--- config.mk ---
export PLATFORM = sky130hd
export DESIGN_NAME = acq_sequencer
export DESIGN_NICKNAME = d
export VERILOG_FILES = /design/src/rtl/acq_pkg.sv /design/src/rtl/acq_lat_timer.sv /design/src/rtl/acq_write_ctr.sv /design/src/rtl/acq_pulse_gen.sv /design/src/rtl/acq_test_src.sv /design/src/rtl/acq_sequencer.sv
export SDC_FILE = /design/constraint.sdc
export NUM_CORES = 1
export LEC_CHECK = 0
export ABC_AREA = 1
export ABC_CLOCK_PERIOD_IN_PS = 2620
export BUFFER_PORTS_ARGS = -buffer_cell sky130_fd_sc_hd__buf_2
export CELL_PAD_IN_SITES_DETAIL_PLACEMENT = 1
export CELL_PAD_IN_SITES_GLOBAL_PLACEMENT = 2
export CORE_MARGIN = 3
export CORE_UTILIZATION = 22
export DETAILED_ROUTE_END_ITERATION = 10
export PLACE_DENSITY = 0.89
export SLEW_MARGIN = 20
export SYNTH_ARGS = -nofsm -noshare
export SYNTH_HDL_FRONTEND = slang
export SYNTH_HIERARCHICAL = 1
export SYNTH_SLANG_ARGS = --single-unit
--- constraint.sdc ---
create_clock -name clk_i -period 2.62 [get_ports clk_i]
set_input_delay 0.524 -clock clk_i [delete_from_list [all_inputs] [get_ports clk_i]]
set_output_delay 0.524 -clock clk_i [all_outputs]
set_load 0.01 [all_outputs]
--- src/rtl/acq_pkg.sv ---
package acq_pkg;
  typedef enum logic [1:0] {
    ST_IDLE  = 2'd0,
    ST_ARMED = 2'd1,
    ST_LAT   = 2'd2,
    ST_WRITE = 2'd3
  } acq_state_e;

  typedef enum logic [1:0] {
    SRC_ADC   = 2'd0,
    SRC_FIXED = 2'd1,
    SRC_COUNT = 2'd2,
    SRC_ADC_B = 2'd3
  } src_mode_e;
endpackage

--- src/rtl/acq_lat_timer.sv ---
module acq_lat_timer #(
  parameter int LAT_W = 16
) (
  input  logic             clk_i,
  input  logic             rst_ni,
  input  logic             load_i,
  input  logic [LAT_W-1:0] latency_i,
  input  logic             run_i,
  output logic             last_o
);
  logic [LAT_W-1:0] cnt_q;

  always_ff @(posedge clk_i or negedge rst_ni) begin
    if (!rst_ni)     cnt_q <= '0;
    else if (load_i) cnt_q <= latency_i - LAT_W'(1);
    else if (run_i && cnt_q != '0) cnt_q <= cnt_q - LAT_W'(1);
  end

  assign last_o = (cnt_q == LAT_W'(1));
endmodule

--- src/rtl/acq_write_ctr.sv ---
module acq_write_ctr #(
  parameter int DEPTH = 512,
  localparam int AW = $clog2(DEPTH)
) (
  input  logic          clk_i,
  input  logic          rst_ni,
  input  logic          clr_i,
  input  logic          inc_i,
  output logic [AW-1:0] idx_o,
  output logic          last_o,
  output logic          full_o
);
  // index plus a wrap flag in the top bit
  logic [AW:0] cnt_q;

  always_ff @(posedge clk_i or negedge rst_ni) begin
    if (!rst_ni)     cnt_q <= '0;
    else if (clr_i)  cnt_q <= '0;
    else if (inc_i && !cnt_q[AW]) cnt_q <= cnt_q + (AW+1)'(1);
  end

  assign idx_o  = cnt_q[AW-1:0];
  assign full_o = cnt_q[AW];
  assign last_o = !cnt_q[AW] && (cnt_q[AW-1:0] == AW'(DEPTH-1));
endmodule

--- src/rtl/acq_pulse_gen.sv ---
module acq_pulse_gen #(
  parameter int PULSE_LEN = 8,
  localparam int PW = $clog2(PULSE_LEN+1)
) (
  input  logic clk_i,
  input  logic rst_ni,
  input  logic fire_i,
  output logic pulse_o
);
  logic [PW-1:0] cnt_q;

  always_ff @(posedge clk_i or negedge rst_ni) begin
    if (!rst_ni)          cnt_q <= '0;
    else if (fire_i)      cnt_q <= PW'(PULSE_LEN);
    else if (cnt_q != '0) cnt_q <= cnt_q - PW'(1);
  end

  assign pulse_o = (cnt_q != '0);
endmodule

--- src/rtl/acq_test_src.sv ---
module acq_test_src
  import acq_pkg::*;
#(
  parameter int CH_N     = 8,
  parameter int CH_W     = 12,
  parameter int AW       = 9,
  parameter logic [CH_W-1:0] FIX_EVEN = CH_W'(12'h456),
  parameter logic [CH_W-1:0] FIX_ODD  = CH_W'(12'hABC),
  localparam int DW = CH_N*CH_W
) (
  input  logic [1:0]    mode_i,
  input  logic [DW-1:0] adc_i,
  input  logic [AW-1:0] idx_i,
  input  logic          pulse_i,
  output logic [DW-1:0] data_o
);
  logic [DW-1:0] fixed_w, count_w;
  src_mode_e mode;
  assign mode = src_mode_e'(mode_i);

  for (genvar k = 0; k < CH_N; k++) begin : g_ch
    logic [CH_W-1:0] fix_c, cnt_c;
    assign fix_c = (k % 2 == 0) ? FIX_EVEN : FIX_ODD;
    assign cnt_c = CH_W'(idx_i) + CH_W'(k);
    if (k == CH_N-1) begin : g_mark
      assign fixed_w[k*CH_W +: CH_W] = {pulse_i, fix_c[CH_W-2:0]};
      assign count_w[k*CH_W +: CH_W] = {pulse_i, cnt_c[CH_W-2:0]};
    end else begin : g_plain
      assign fixed_w[k*CH_W +: CH_W] = fix_c;
      assign count_w[k*CH_W +: CH_W] = cnt_c;
    end
  end

  always_comb begin
    unique case (mode)
      SRC_FIXED: data_o = fixed_w;
      SRC_COUNT: data_o = count_w;
      default:   data_o = adc_i;
    endcase
  end
endmodule

--- src/rtl/acq_sequencer.sv ---
module acq_sequencer
  import acq_pkg::*;
#(
  parameter int CH_N      = 8,
  parameter int CH_W      = 12,
  parameter int DEPTH     = 512,
  parameter int LAT_W     = 16,
  parameter int PULSE_LEN = 8,
  localparam int AW = $clog2(DEPTH),
  localparam int DW = CH_N*CH_W
) (
  input  logic             clk_i,
  input  logic             rst_ni,
  input  logic             start_i,
  input  logic             soft_trig_i,
  input  logic             ext_trig_i,
  input  logic [LAT_W-1:0] latency_i,
  input  logic [1:0]       src_mode_i,
  input  logic [DW-1:0]    adc_i,
  output logic             busy_o,
  output logic             done_o,
  output logic             wr_en_o,
  output logic [AW-1:0]    wr_addr_o,
  output logic [DW-1:0]    wr_data_o
);
  acq_state_e state_q, state_d;
  logic done_q, done_d;
  logic trig, accept, lat_short, lat_last, wr_last, wr_full, pulse;

  assign trig      = soft_trig_i | ext_trig_i;
  assign accept    = (state_q == ST_ARMED) && trig;
  assign lat_short = (latency_i <= LAT_W'(1));

  always_comb begin
    state_d = state_q;
    done_d  = done_q;
    unique case (state_q)
      ST_IDLE:  if (start_i) begin state_d = ST_ARMED; done_d = 1'b0; end
      ST_ARMED: if (trig) state_d = lat_short ? ST_WRITE : ST_LAT;
      ST_LAT:   if (lat_last) state_d = ST_WRITE;
      ST_WRITE: if (wr_last) begin state_d = ST_IDLE; done_d = 1'b1; end
      default:  state_d = ST_IDLE;
    endcase
  end

  always_ff @(posedge clk_i or negedge rst_ni) begin
    if (!rst_ni) begin
      state_q <= ST_IDLE;
      done_q  <= 1'b0;
    end else begin
      state_q <= state_d;
      done_q  <= done_d;
    end
  end

  acq_lat_timer #(.LAT_W(LAT_W)) u_lat (
    .clk_i     (clk_i),
    .rst_ni    (rst_ni),
    .load_i    (accept),
    .latency_i (latency_i),
    .run_i     (state_q == ST_LAT),
    .last_o    (lat_last)
  );

  acq_write_ctr #(.DEPTH(DEPTH)) u_ctr (
    .clk_i  (clk_i),
    .rst_ni (rst_ni),
    .clr_i  (state_q == ST_IDLE && start_i),
    .inc_i  (state_q == ST_WRITE),
    .idx_o  (wr_addr_o),
    .last_o (wr_last),
    .full_o (wr_full)
  );

  acq_pulse_gen #(.PULSE_LEN(PULSE_LEN)) u_pulse (
    .clk_i   (clk_i),
    .rst_ni  (rst_ni),
    .fire_i  (accept),
    .pulse_o (pulse)
  );

  acq_test_src #(.CH_N(CH_N), .CH_W(CH_W), .AW(AW)) u_src (
    .mode_i  (src_mode_i),
    .adc_i   (adc_i),
    .idx_i   (wr_addr_o),
    .pulse_i (pulse),
    .data_o  (wr_data_o)
  );

  assign busy_o  = (state_q != ST_IDLE);
  assign done_o  = done_q;
  assign wr_en_o = (state_q == ST_WRITE) && !wr_full;
endmodule

==> results of run 1 <==
worst reg2reg max path, cell delays in order (launching register included):
cell and delay, ps:
dfrtp_1 340, buf_4 240, ha_1 230, nand2_1 60, nor3_1 240, ha_1 210
inv_1 50, nor2_1 100, inv_1 50, nand2_1 50, nand2_1 100, nor3_1 230
a21oi_1 90
cell usage after synthesis, drive strengths merged:
library cell / number
buf: 21
a22o: 1
nand2: 282
ha: 22
nand3: 67
inv: 96
or2: 1
nand4: 6
o21ai: 59
xnor2: 5
clkbuf: 5
nand3b: 5
a22oi: 5
nor3: 4
o211ai: 17
o31ai: 5
nor2: 108
a21oi: 54
nor4: 1
clkinv: 1
dfrtp: 33
o2111ai: 1
xor2: 3
o21bai: 1
metrics by stage:
step	setup slack, ps	TNS [ps]	power, mW
CTS	15.5	0	4.52
finish	118	0	4.48
detailed placement	50.7	0	3.77
floorplan	420	0	2.82
global route	-32.8	-63.5	4.95
global placement	90.5	0	3.69
flip-flops by register name, indices dropped and copies added (netlist names):
name / cells
u_lat/cnt_q: 16
u_ctr/cnt_q: 10
u_pulse/cnt_q: 4
state_q: 2
done_o: 1
layout by cell type (no fill, tap or decap), types with 2 or more instances in the layout:
master	count
inv_1	88
clkbuf_16	5
o21ai_1	7
inv_2	7
nand3_1	58
o211ai_1	17
ha_2	2
o21ai_0	52
nor2_2	8
nand3b_1	5
ha_1	18
nand3_2	9
xor2_1	3
a21oi_1	53
nand4_1	6
xnor2_1	5
o31ai_1	5
a22oi_1	5
nor2_1	90
buf_12	3
buf_4	15
dfrtp_2	3
nor3_1	3
nand2_1	271
nor2_4	10
dfrtp_1	30
buf_2	226
ha_4	2
nand2_4	2
nand2_2	9
cell type report:
class	instances	area, um2
fillers	2773	14100
multi-input cells	647	3270
repair buffers	245	1320
flip-flops and latches	33	830
inverters	97	367
well taps	270	338
clock buffers	6	139
clock inverters	2	37.5
how the worst min path moves through the flow:
| stage | slack [ps] | depth (start not counted) | to |
|---|---|---|---|
| 2_1_floorplan | 230 | 0 | done_o |
| 3_3_place_gp | 480 | 2 | u_pulse/cnt_q[3] |
| 3_5_place_dp | 500 | 2 | u_lat/cnt_q[15] |
| 4_1_cts | 380 | 1 | u_lat/cnt_q[4] |
| 5_1_grt | 420 | 1 | u_lat/cnt_q[0] |
| 6_report | 350 | 1 | u_lat/cnt_q[4] |
layer usage:
metal | up-vias | share of wire (%) | global-route usage [%]
li1 | 3041 | - | -
met1 | 2869 | 41 | 21.2
met2 | 181 | 50 | 34.6
met3 | 24 | 5.8 | 2.47
met4 | 0 | 2.6 | 5.58
met5 | - | 0 | 0
repair_timing:
action,CTS,global route
hold endpoints to repair,0,0
setup endpoints to repair,5,21
resized for setup,2,12
cell families (layout without fill, tap and decap cells):
family / count (synthesis) / in the layout / synth area share, %
buffers and inverters: 123 / 350 / 11.8
and+or+nand+nor: 474 / 474 / 45.4
xor gates and xnor gates: 8 / 8 / 1.53
AOI/OAI and AO/OA: 143 / 143 / 17.3
adders and majority gates: 22 / 22 / 6.00
DFF: 33 / 33 / 18.0
report_power, final:
| group | switching, mW | internal, mW |
|---|---|---|
| Sequential | 0.226 | 0.720 |
| Combinational | 1.84 | 0.992 |
| Clock | 0.228 | 0.475 |
| Total | 2.29 | 2.19 |
==> flow_summary_export.csv, run 1 <==
group,metric,value,unit
cts,cts_root_buf,"clkbuf_16",
setup_path,cp.required,2100,ps
die,floorplan.initialDensity,22.5,%
synth,yosys_warnings,6,
sta,rsz0062_at_grt,"true",
layout,n_antenna_cell,0,
drt,drt-initial-drc-count,194,
sta,holdWs,346,ps
setup_path,path_depth,8,
setup_path,crit_end,"wr_data_o[80]",
sta,fin_crit_sh,95.5,%
drt,via_per_inst,4.70,
die,dieArea,22600,um2
cts,ctsHoldBuffers,0,
sta,fmax,400,MHz
setup_path,crit_chain,"inv_4 > ha_1 > nand2_1 > nand2_1 > nand2_1 > a22oi_1 > o21ai_0 > buf_2",
setup_path,critPathMaxStageDelay,490,ps
global_routing,grtUsageTotal,18.3,%
cts,htree_levels,2,
cts,tritoncts,"done",
placement,placed_cell_area,6080,um2
min_path,worstHoldPathType,"primary input to asynchronous set/reset pin",
drt,firstDrtPassIters,4,
layout,finalNetCount,1170,
synth,synth_cell_type_count,36,
synth,synthTopCellsByArea,"nand2_1, dfrtp_1, nor2_1, inv_1, nand3_1",
drt,vias,6115,
synth,netlist.area_leader.share,22.2,%
die,core_area,20400,um2
cts,clockBufferDepth,2,
pwr,vdd_drop_max,0.398,mV
setup_path,reg2reg_slack,510,ps
drt,routed_wl,21500,um
synth,netlist_area,4590,um2
cts,cts.sinks,33,
setup_path,cp_num_buf_inv,2,
pwr,leakage,3.39,nW
layout,syn2layout_area_growth,37.1,%
cts,post_cts_buffers,0,
setup_path,r2r_end,"state_q[0]",
cts,clk_pin_slew_worst_paths,60,ps
die,placementRows,52,
setup_path,arrival,1980,ps
global_routing,grt_remaining_overflow,0,
layout,design_area,6290,um2
placement,dp_hpwl,17700,um
setup_path,startpoint,"u_ctr/cnt_q[2]",
drt,wl_per_cell,16.6,um
sta,slew_violations,0,
global_routing,grt_max_degree,62,
layout,drive_above_1_share,29.9,%
flow_run,max_cap_violations,0,
sta,setup_violations,0,
layout,instances_no_fill,1300,
placement,place_inst,1292,
setup_path,critPathKind,"register to output port",
synth,synth_top_area_cell,"nand2_1",
cts,cts_inserted_buffers,5,
setup_path,start_kind,"register",
synth,yosysSeqAreaShare,18.0,%
sta,final_hold_viol_count,0,
setup_path,rr_worst_depth,12,
sta,min_period,2500,ps
drt,drc,0,
sta,worst_slew_pin_slew,823,ps
setup_path,r2r_start,"u_ctr/cnt_q[1]",
setup_path,critical-path-slowest-cell,"dfrtp_2",
setup_path,cp_top_family,"flip-flops",
global_routing,grt_pass1_vias,6234,
global_routing,grt_pass1_wl,32900,um
synth,avgSynthCellArea,5.72,um2
die,pin_count,227,
sta,slew_headroom,45.2,%
global_routing,antenna_found_initial,0,
pwr,p_per_area,711,nW/um2
status,status,"finished clean",
synth,syn_nets,944,
drt,ant_nets,0,
sta,finClkSkew,10.1,ps
setup_path,end_kind,"output port",
placement,io_buffers,226,
die,die_w,150,um
setup_path,cp_max_fo,7,
synth,syn_inst,803,
layout,final_util,30.9,%
synth,synth-seq-cells,33,
cts,insertion_delay,280,ps
die,die_y,150,um
setup_path,cpMostUsedCell,"nand2_1",
placement,globalplace.congestion,0.919,
Note: power is estimated with default switching activity, not from simulation.
==> run 2, diff against run 1 <==
--- a/config.mk
+++ b/config.mk
@@ -6,14 +6,15 @@
 export NUM_CORES = 1
 export LEC_CHECK = 0
 export ABC_AREA = 1
-export ABC_CLOCK_PERIOD_IN_PS = 2620
+export ABC_CLOCK_PERIOD_IN_PS = 3100
 export BUFFER_PORTS_ARGS = -buffer_cell sky130_fd_sc_hd__buf_2
 export CELL_PAD_IN_SITES_DETAIL_PLACEMENT = 1
 export CELL_PAD_IN_SITES_GLOBAL_PLACEMENT = 2
+export CORE_ASPECT_RATIO = 1.2
 export CORE_MARGIN = 3
-export CORE_UTILIZATION = 22
+export CORE_UTILIZATION = 24
 export DETAILED_ROUTE_END_ITERATION = 10
-export PLACE_DENSITY = 0.89
+export PLACE_DENSITY = 0.95
 export SLEW_MARGIN = 20
 export SYNTH_ARGS = -nofsm -noshare
 export SYNTH_HDL_FRONTEND = slang
==> constraint.sdc (replaced) <==
create_clock -name clk_i -period 3.1 [get_ports clk_i]
set_input_delay 0.62 -clock clk_i [delete_from_list [all_inputs] [get_ports clk_i]]
set_output_delay 0.62 -clock clk_i [all_outputs]
set_load 0.01 [all_outputs]
==> flow_summary_export.csv, run 2 (synthesized netlist as in run 1, its figures left out) <==
group,metric,value,unit
status,status,"finished clean",
setup_path,r2r_end,"state_q[0]",
placement,globalplace.congestion,0.854,
die,dieArea,20800,um2
setup_path,cp_top_family,"buffers and inverters",
drt,vias,6023,
setup_path,reg2reg_slack,950,ps
pwr,vdd_drop_max,0.408,mV
die,die_y,157,um
drt,ant_nets,0,
global_routing,grt_max_degree,51,
sta,setup_violations,0,
drt,top_layer_used,"met4",
setup_path,cp.required,2480,ps
die,core_area,18400,um2
setup_path,start_kind,"primary input",
layout,instances_no_fill,1276,
sta,slew_violations,0,
cts,insertion_delay,280,ps
layout,syn2layout_area_growth,33.4,%
setup_path,cp_max_fo,20,
cts,cts_inserted_buffers,5,
cts,postCtsResizedCells,0,
drt,wl_per_cell,16.3,um
layout,finalNetCount,1165,
die,floorplan.initialDensity,24.9,%
setup_path,end_kind,"output port",
pwr,p_per_area,583,nW/um2
sta,final_hold_viol_count,0,
cts,clk_pin_slew_worst_paths,50,ps
placement,place_inst,1269,
drt,drc,0,
setup_path,critical-path-slowest-cell,"ha_4",
cts,htree_levels,2,
cts,cts_root_buf,"clkbuf_16",
setup_path,critPathKind,"primary input to output port",
cts,ctsHoldBuffers,0,
layout,final_cell_mix,"nand2_1, buf_2, nor2_1, inv_1, nand3_1",
cts,post_cts_buffers,0,
die,die_w,132,um
drt,firstDrtPassIters,4,
global_routing,grt_pass1_wl,33000,um
sta,setup_tns,0,ps
global_routing,antenna_found_initial,1,
flow_run,max_cap_violations,0,
pwr,leakage,3.34,nW
layout,largest_register,"u_lat/cnt_q",
drt,wl_met1,8360,um
cts,cts.sinks,33,
drt,drt-initial-drc-count,193,
sta,min_period,2790,ps
sta,fmax,359,MHz
layout,top_regs,"u_lat/cnt_q: 16 flops, u_ctr/cnt_q: 10 flops, u_pulse/cnt_q: 4 flops",
drt,dr_wl_met2,10800,um
drt,routed_wl,20700,um
setup_path,arrival,2170,ps
placement,io_buffers,226,
layout,final_common_cell,"nand2_1",
die,pin_count,227,
setup_path,cp_num_buf_inv,6,
sta,worst_slew_pin_slew,799,ps
drt,via_per_inst,4.72,
cts,clockBufferDepth,2,
setup_path,crit_chain,"buf_2 > inv_1 > ha_4 > inv_2 > nand2_2 > buf_4 > nor2_2 > inv_1 > o21ai_0 > o21ai_0 > nand2_1 > buf_2",
sta,rsz0062_at_grt,"false",
layout,drive_above_1_share,28.6,%
drt,wl_met3,1180,um
setup_path,rr_worst_depth,12,
global_routing,grt_remaining_overflow,0,
cts,tritoncts,"done",
layout,largest_register_ffs,16,
global_routing,grtUsageTotal,19.5,%
sta,fin_crit_sh,89.9,%
setup_path,crit_end,"wr_data_o[92]",
sta,finClkSkew,3.26,ps
setup_path,critPathMaxStageDelay,240,ps
die,placementRows,54,
min_path,worstHoldPathType,"primary input to asynchronous set/reset pin",
sta,slew_headroom,46.7,%
global_routing,grt_pass1_vias,6074,
setup_path,path_depth,12,
placement,dp_hpwl,17300,um
setup_path,r2r_start,"u_ctr/cnt_q[1]",
layout,fill_cells,2539,
setup_path,startpoint,"src_mode_i[0]",
[run 2: changes by cell type in the layout (fill, tap and decap cells not counted), sizes merged]
cell      change
buf           -5
bufinv        -1
clkbuf        -1
clkinv        +1
clkinvlp      -1
diode         +1
[run 2: worst min-delay path by stage]
stage                     startpoint                to  slack [ps]  cells after the start
global route                  rst_ni    u_lat/cnt_q[2]         490                      1
finish                        rst_ni    u_lat/cnt_q[2]         420                      1
global placement    u_pulse/cnt_q[3]  u_pulse/cnt_q[3]         480                      2
floorplan                     rst_ni            done_o         320                      0
CTS                           rst_ni    u_lat/cnt_q[2]         460                      1
detailed placement  u_pulse/cnt_q[3]  u_pulse/cnt_q[3]         490                      2
[run 2: per-stage QoR]
step	setup WS, ps	hold WS (ps)	util (%)	area [um2]	power, mW
final	312	423	33.2	6120	3.57
after global routing	118	494	33.2	6120	3.96
after CTS	314	462	33.2	6120	3.62
after detailed placement	316	492	32.5	5990	3.12
after global placement	378	480	32.5	5990	3.05
after floorplan	708	324	-	4590	2.38
[run 2: worst reg2reg max path, cell delays in order, from the launching register on]
cell and delay, ps:
dfrtp_1 450, buf_4 230, ha_1 200, nand2_1 60, nor3_1 260, ha_1 220, inv_1 40, nor2_1 80
inv_1 50, nand2_1 50, nand2_1 100, nor3_1 230, a21oi_1 90
[run 2: layer usage]
metal	global-route usage (%)	vias up
li1	-	3025
met1	22.0	2809
met2	37.5	169
met3	3.58	20
met4	5.05	0
met5	0	-
[run 2: final cells by class]
class                   count  area [um2]  share of cell area, %
multi-input cells         647        3240                   52.9
flip-flops and latches     33         826                   13.5
well taps                 252         315                   5.15
diodes                      1        2.50                 0.0409
clock buffers               5         125                   2.04
clock inverters             1        5.00                 0.0817
repair buffers            240        1250                   20.4
inverters                  97         364                   5.95
[run 2: where the power goes]
group	internal, mW	total (mW)	switching, mW	leakage [nW]
clock network	0.287	0.464	0.178	0.0655
registers	0.608	0.805	0.197	0.419
logic	0.803	2.30	1.50	2.86
total	1.70	3.57	1.87	3.34
==> run 3, diff against run 2 <==
--- a/config.mk
+++ b/config.mk
@@ -10,11 +10,12 @@
 export BUFFER_PORTS_ARGS = -buffer_cell sky130_fd_sc_hd__buf_2
 export CELL_PAD_IN_SITES_DETAIL_PLACEMENT = 1
 export CELL_PAD_IN_SITES_GLOBAL_PLACEMENT = 2
-export CORE_ASPECT_RATIO = 1.2
+export CORE_ASPECT_RATIO = 0.5
 export CORE_MARGIN = 3
 export CORE_UTILIZATION = 24
 export DETAILED_ROUTE_END_ITERATION = 10
 export PLACE_DENSITY = 0.95
+export SKIP_CTS_REPAIR_TIMING = 1
 export SLEW_MARGIN = 20
 export SYNTH_ARGS = -nofsm -noshare
 export SYNTH_HDL_FRONTEND = slang
==> flow_summary_export.csv, run 3 (synthesized netlist as in run 1, its figures left out) <==
group,metric,value,unit
setup_path,end_kind,"output port",
global_routing,grt_remaining_overflow,0,
sta,slew_violations,0,
setup_path,cp.required,2480,ps
global_routing,grt_max_degree,94,
setup_path,critical-path-slowest-cell,"nor2_2",
placement,io_buffers,226,
layout,final_cell_mix,"nand2_1, buf_2, nor2_1, inv_1, nand3_1",
sta,worst_slew_pin_slew,815,ps
pwr,vdd_drop_max,0.228,mV
drt,drt-initial-drc-count,264,
sta,rsz0062_at_grt,"false",
layout,finalNetCount,1161,
setup_path,reg2reg_slack,910,ps
drt,ant_nets,0,
cts,htree_levels,2,
drt,wl_per_cell,16.0,um
cts,cts_root_buf,"clkbuf_16",
setup_path,critPathMaxStageDelay,280,ps
die,dieArea,20900,um2
layout,largest_register,"u_lat/cnt_q",
die,die_y,104,um
drt,vias,6056,
die,core_area,18600,um2
global_routing,antenna_found_initial,1,
layout,final_common_cell,"nand2_1",
setup_path,arrival,2280,ps
min_path,worstHoldPathType,"primary input to asynchronous set/reset pin",
sta,setup_tns,0,ps
layout,largest_register_ffs,16,
placement,globalplace.congestion,0.900,
sta,holdWs,440,ps
drt,routed_wl,20400,um
sta,setup_violations,0,
pwr,p_per_area,602,nW/um2
cts,cts.sinks,33,
sta,min_period,2900,ps
placement,dp_hpwl,16400,um
die,floorplan.initialDensity,24.7,%
setup_path,cp_top_family,"simple AND/OR/NAND/NOR gates",
layout,top_regs,"u_lat/cnt_q: 16 flops, u_ctr/cnt_q: 10 flops, u_pulse/cnt_q: 4 flops",
flow_run,max_cap_violations,0,
setup_path,start_kind,"primary input",
drt,via_per_inst,4.73,
placement,placed_cell_area,5980,um2
cts,tritoncts,"done",
layout,design_area,6160,um2
layout,n_antenna_cell,0,
cts,insertion_delay,280,ps
die,die_w,202,um
cts,clockBufferDepth,2,
global_routing,grt_pass1_wl,33200,um
sta,final_hold_viol_count,0,
setup_path,cp_num_buf_inv,5,
cts,cts_inserted_buffers,5,
setup_path,critPathKind,"primary input to output port",
cts,clk_pin_slew_worst_paths,60,ps
sta,fmax,345,MHz
sta,fin_crit_sh,93.6,%
layout,syn2layout_area_growth,34.2,%
die,placementRows,35,
status,status,"finished clean",
drt,firstDrtPassIters,4,
sta,slew_headroom,45.6,%
pwr,leakage,3.34,nW
setup_path,cp_max_fo,11,
layout,instances_no_fill,1280,
placement,place_inst,1272,
global_routing,grt_pass1_vias,6403,
sta,finClkSkew,8.30,ps
setup_path,crit_chain,"buf_2 > inv_1 > ha_4 > inv_2 > nand2_2 > nor2_2 > inv_1 > o21ai_0 > o21ai_0 > nand2_1 > buf_2",
global_routing,grtUsageTotal,19.1,%
die,pin_count,227,
drt,drc,0,
layout,drive_above_1_share,28.6,%
## run 3: cell types whose count changed in the layout (fill, tap and decap cells not counted), sizes merged
cell	previous run	this run
clkinv	2	1
clkbuf	5	7
buf	240	236
bufinv	0	1
diode	1	0
## run 3: per-layer routing
layer / vias up / share of wire [%] / GRT usage [%]
li1: 3020 / - / -
met4: 2 / 0.98 / 2.88
met3: 16 / 3.8 / 2.51
met2: 143 / 49 / 34.1
met1: 2875 / 46 / 25.0
met5: - / 0.064 / 0
## run 3: per-stage QoR
step / util [%] / power, mW / setup slack [ps]
final: 33.2 / 3.71 / 199
after global routing: 33.2 / 4.10 / 63.0
after CTS: 33.1 / 3.75 / 142
after detailed placement: 32.2 / 3.13 / 225
after global placement: 32.2 / 3.03 / 279
after floorplan: - / 2.38 / 708
## run 3: area by class of cell
type,instances,area (um2)
Timing Repair Buffer,236,1230
Clock buffer,7,143
Fill cell,2570,12400
Clock inverter,1,30.0
Tap cell,259,324
Multi-Input combinational cell,647,3240
Inverter,97,364
Sequential cell,33,828
## run 3: where the power goes
part	internal, mW	total, mW	switching (mW)
combinational	0.797	2.29	1.49
clock	0.402	0.590	0.188
sequential	0.610	0.827	0.217
total	1.81	3.71	1.90
## run 3: path summary, 6_finish.rpt
path	from	end	depth (start not counted)
min	rst_ni	u_lat/cnt_q[11]	1
min in group clk_i	u_lat/cnt_q[15]	u_lat/cnt_q[15]	2
max	src_mode_i[0]	wr_data_o[92]	11
max reg2reg	u_ctr/cnt_q[4]	state_q[0]	10
min reg2reg	u_lat/cnt_q[15]	u_lat/cnt_q[15]	2
max in group asynchronous	rst_ni	u_ctr/cnt_q[0]	1
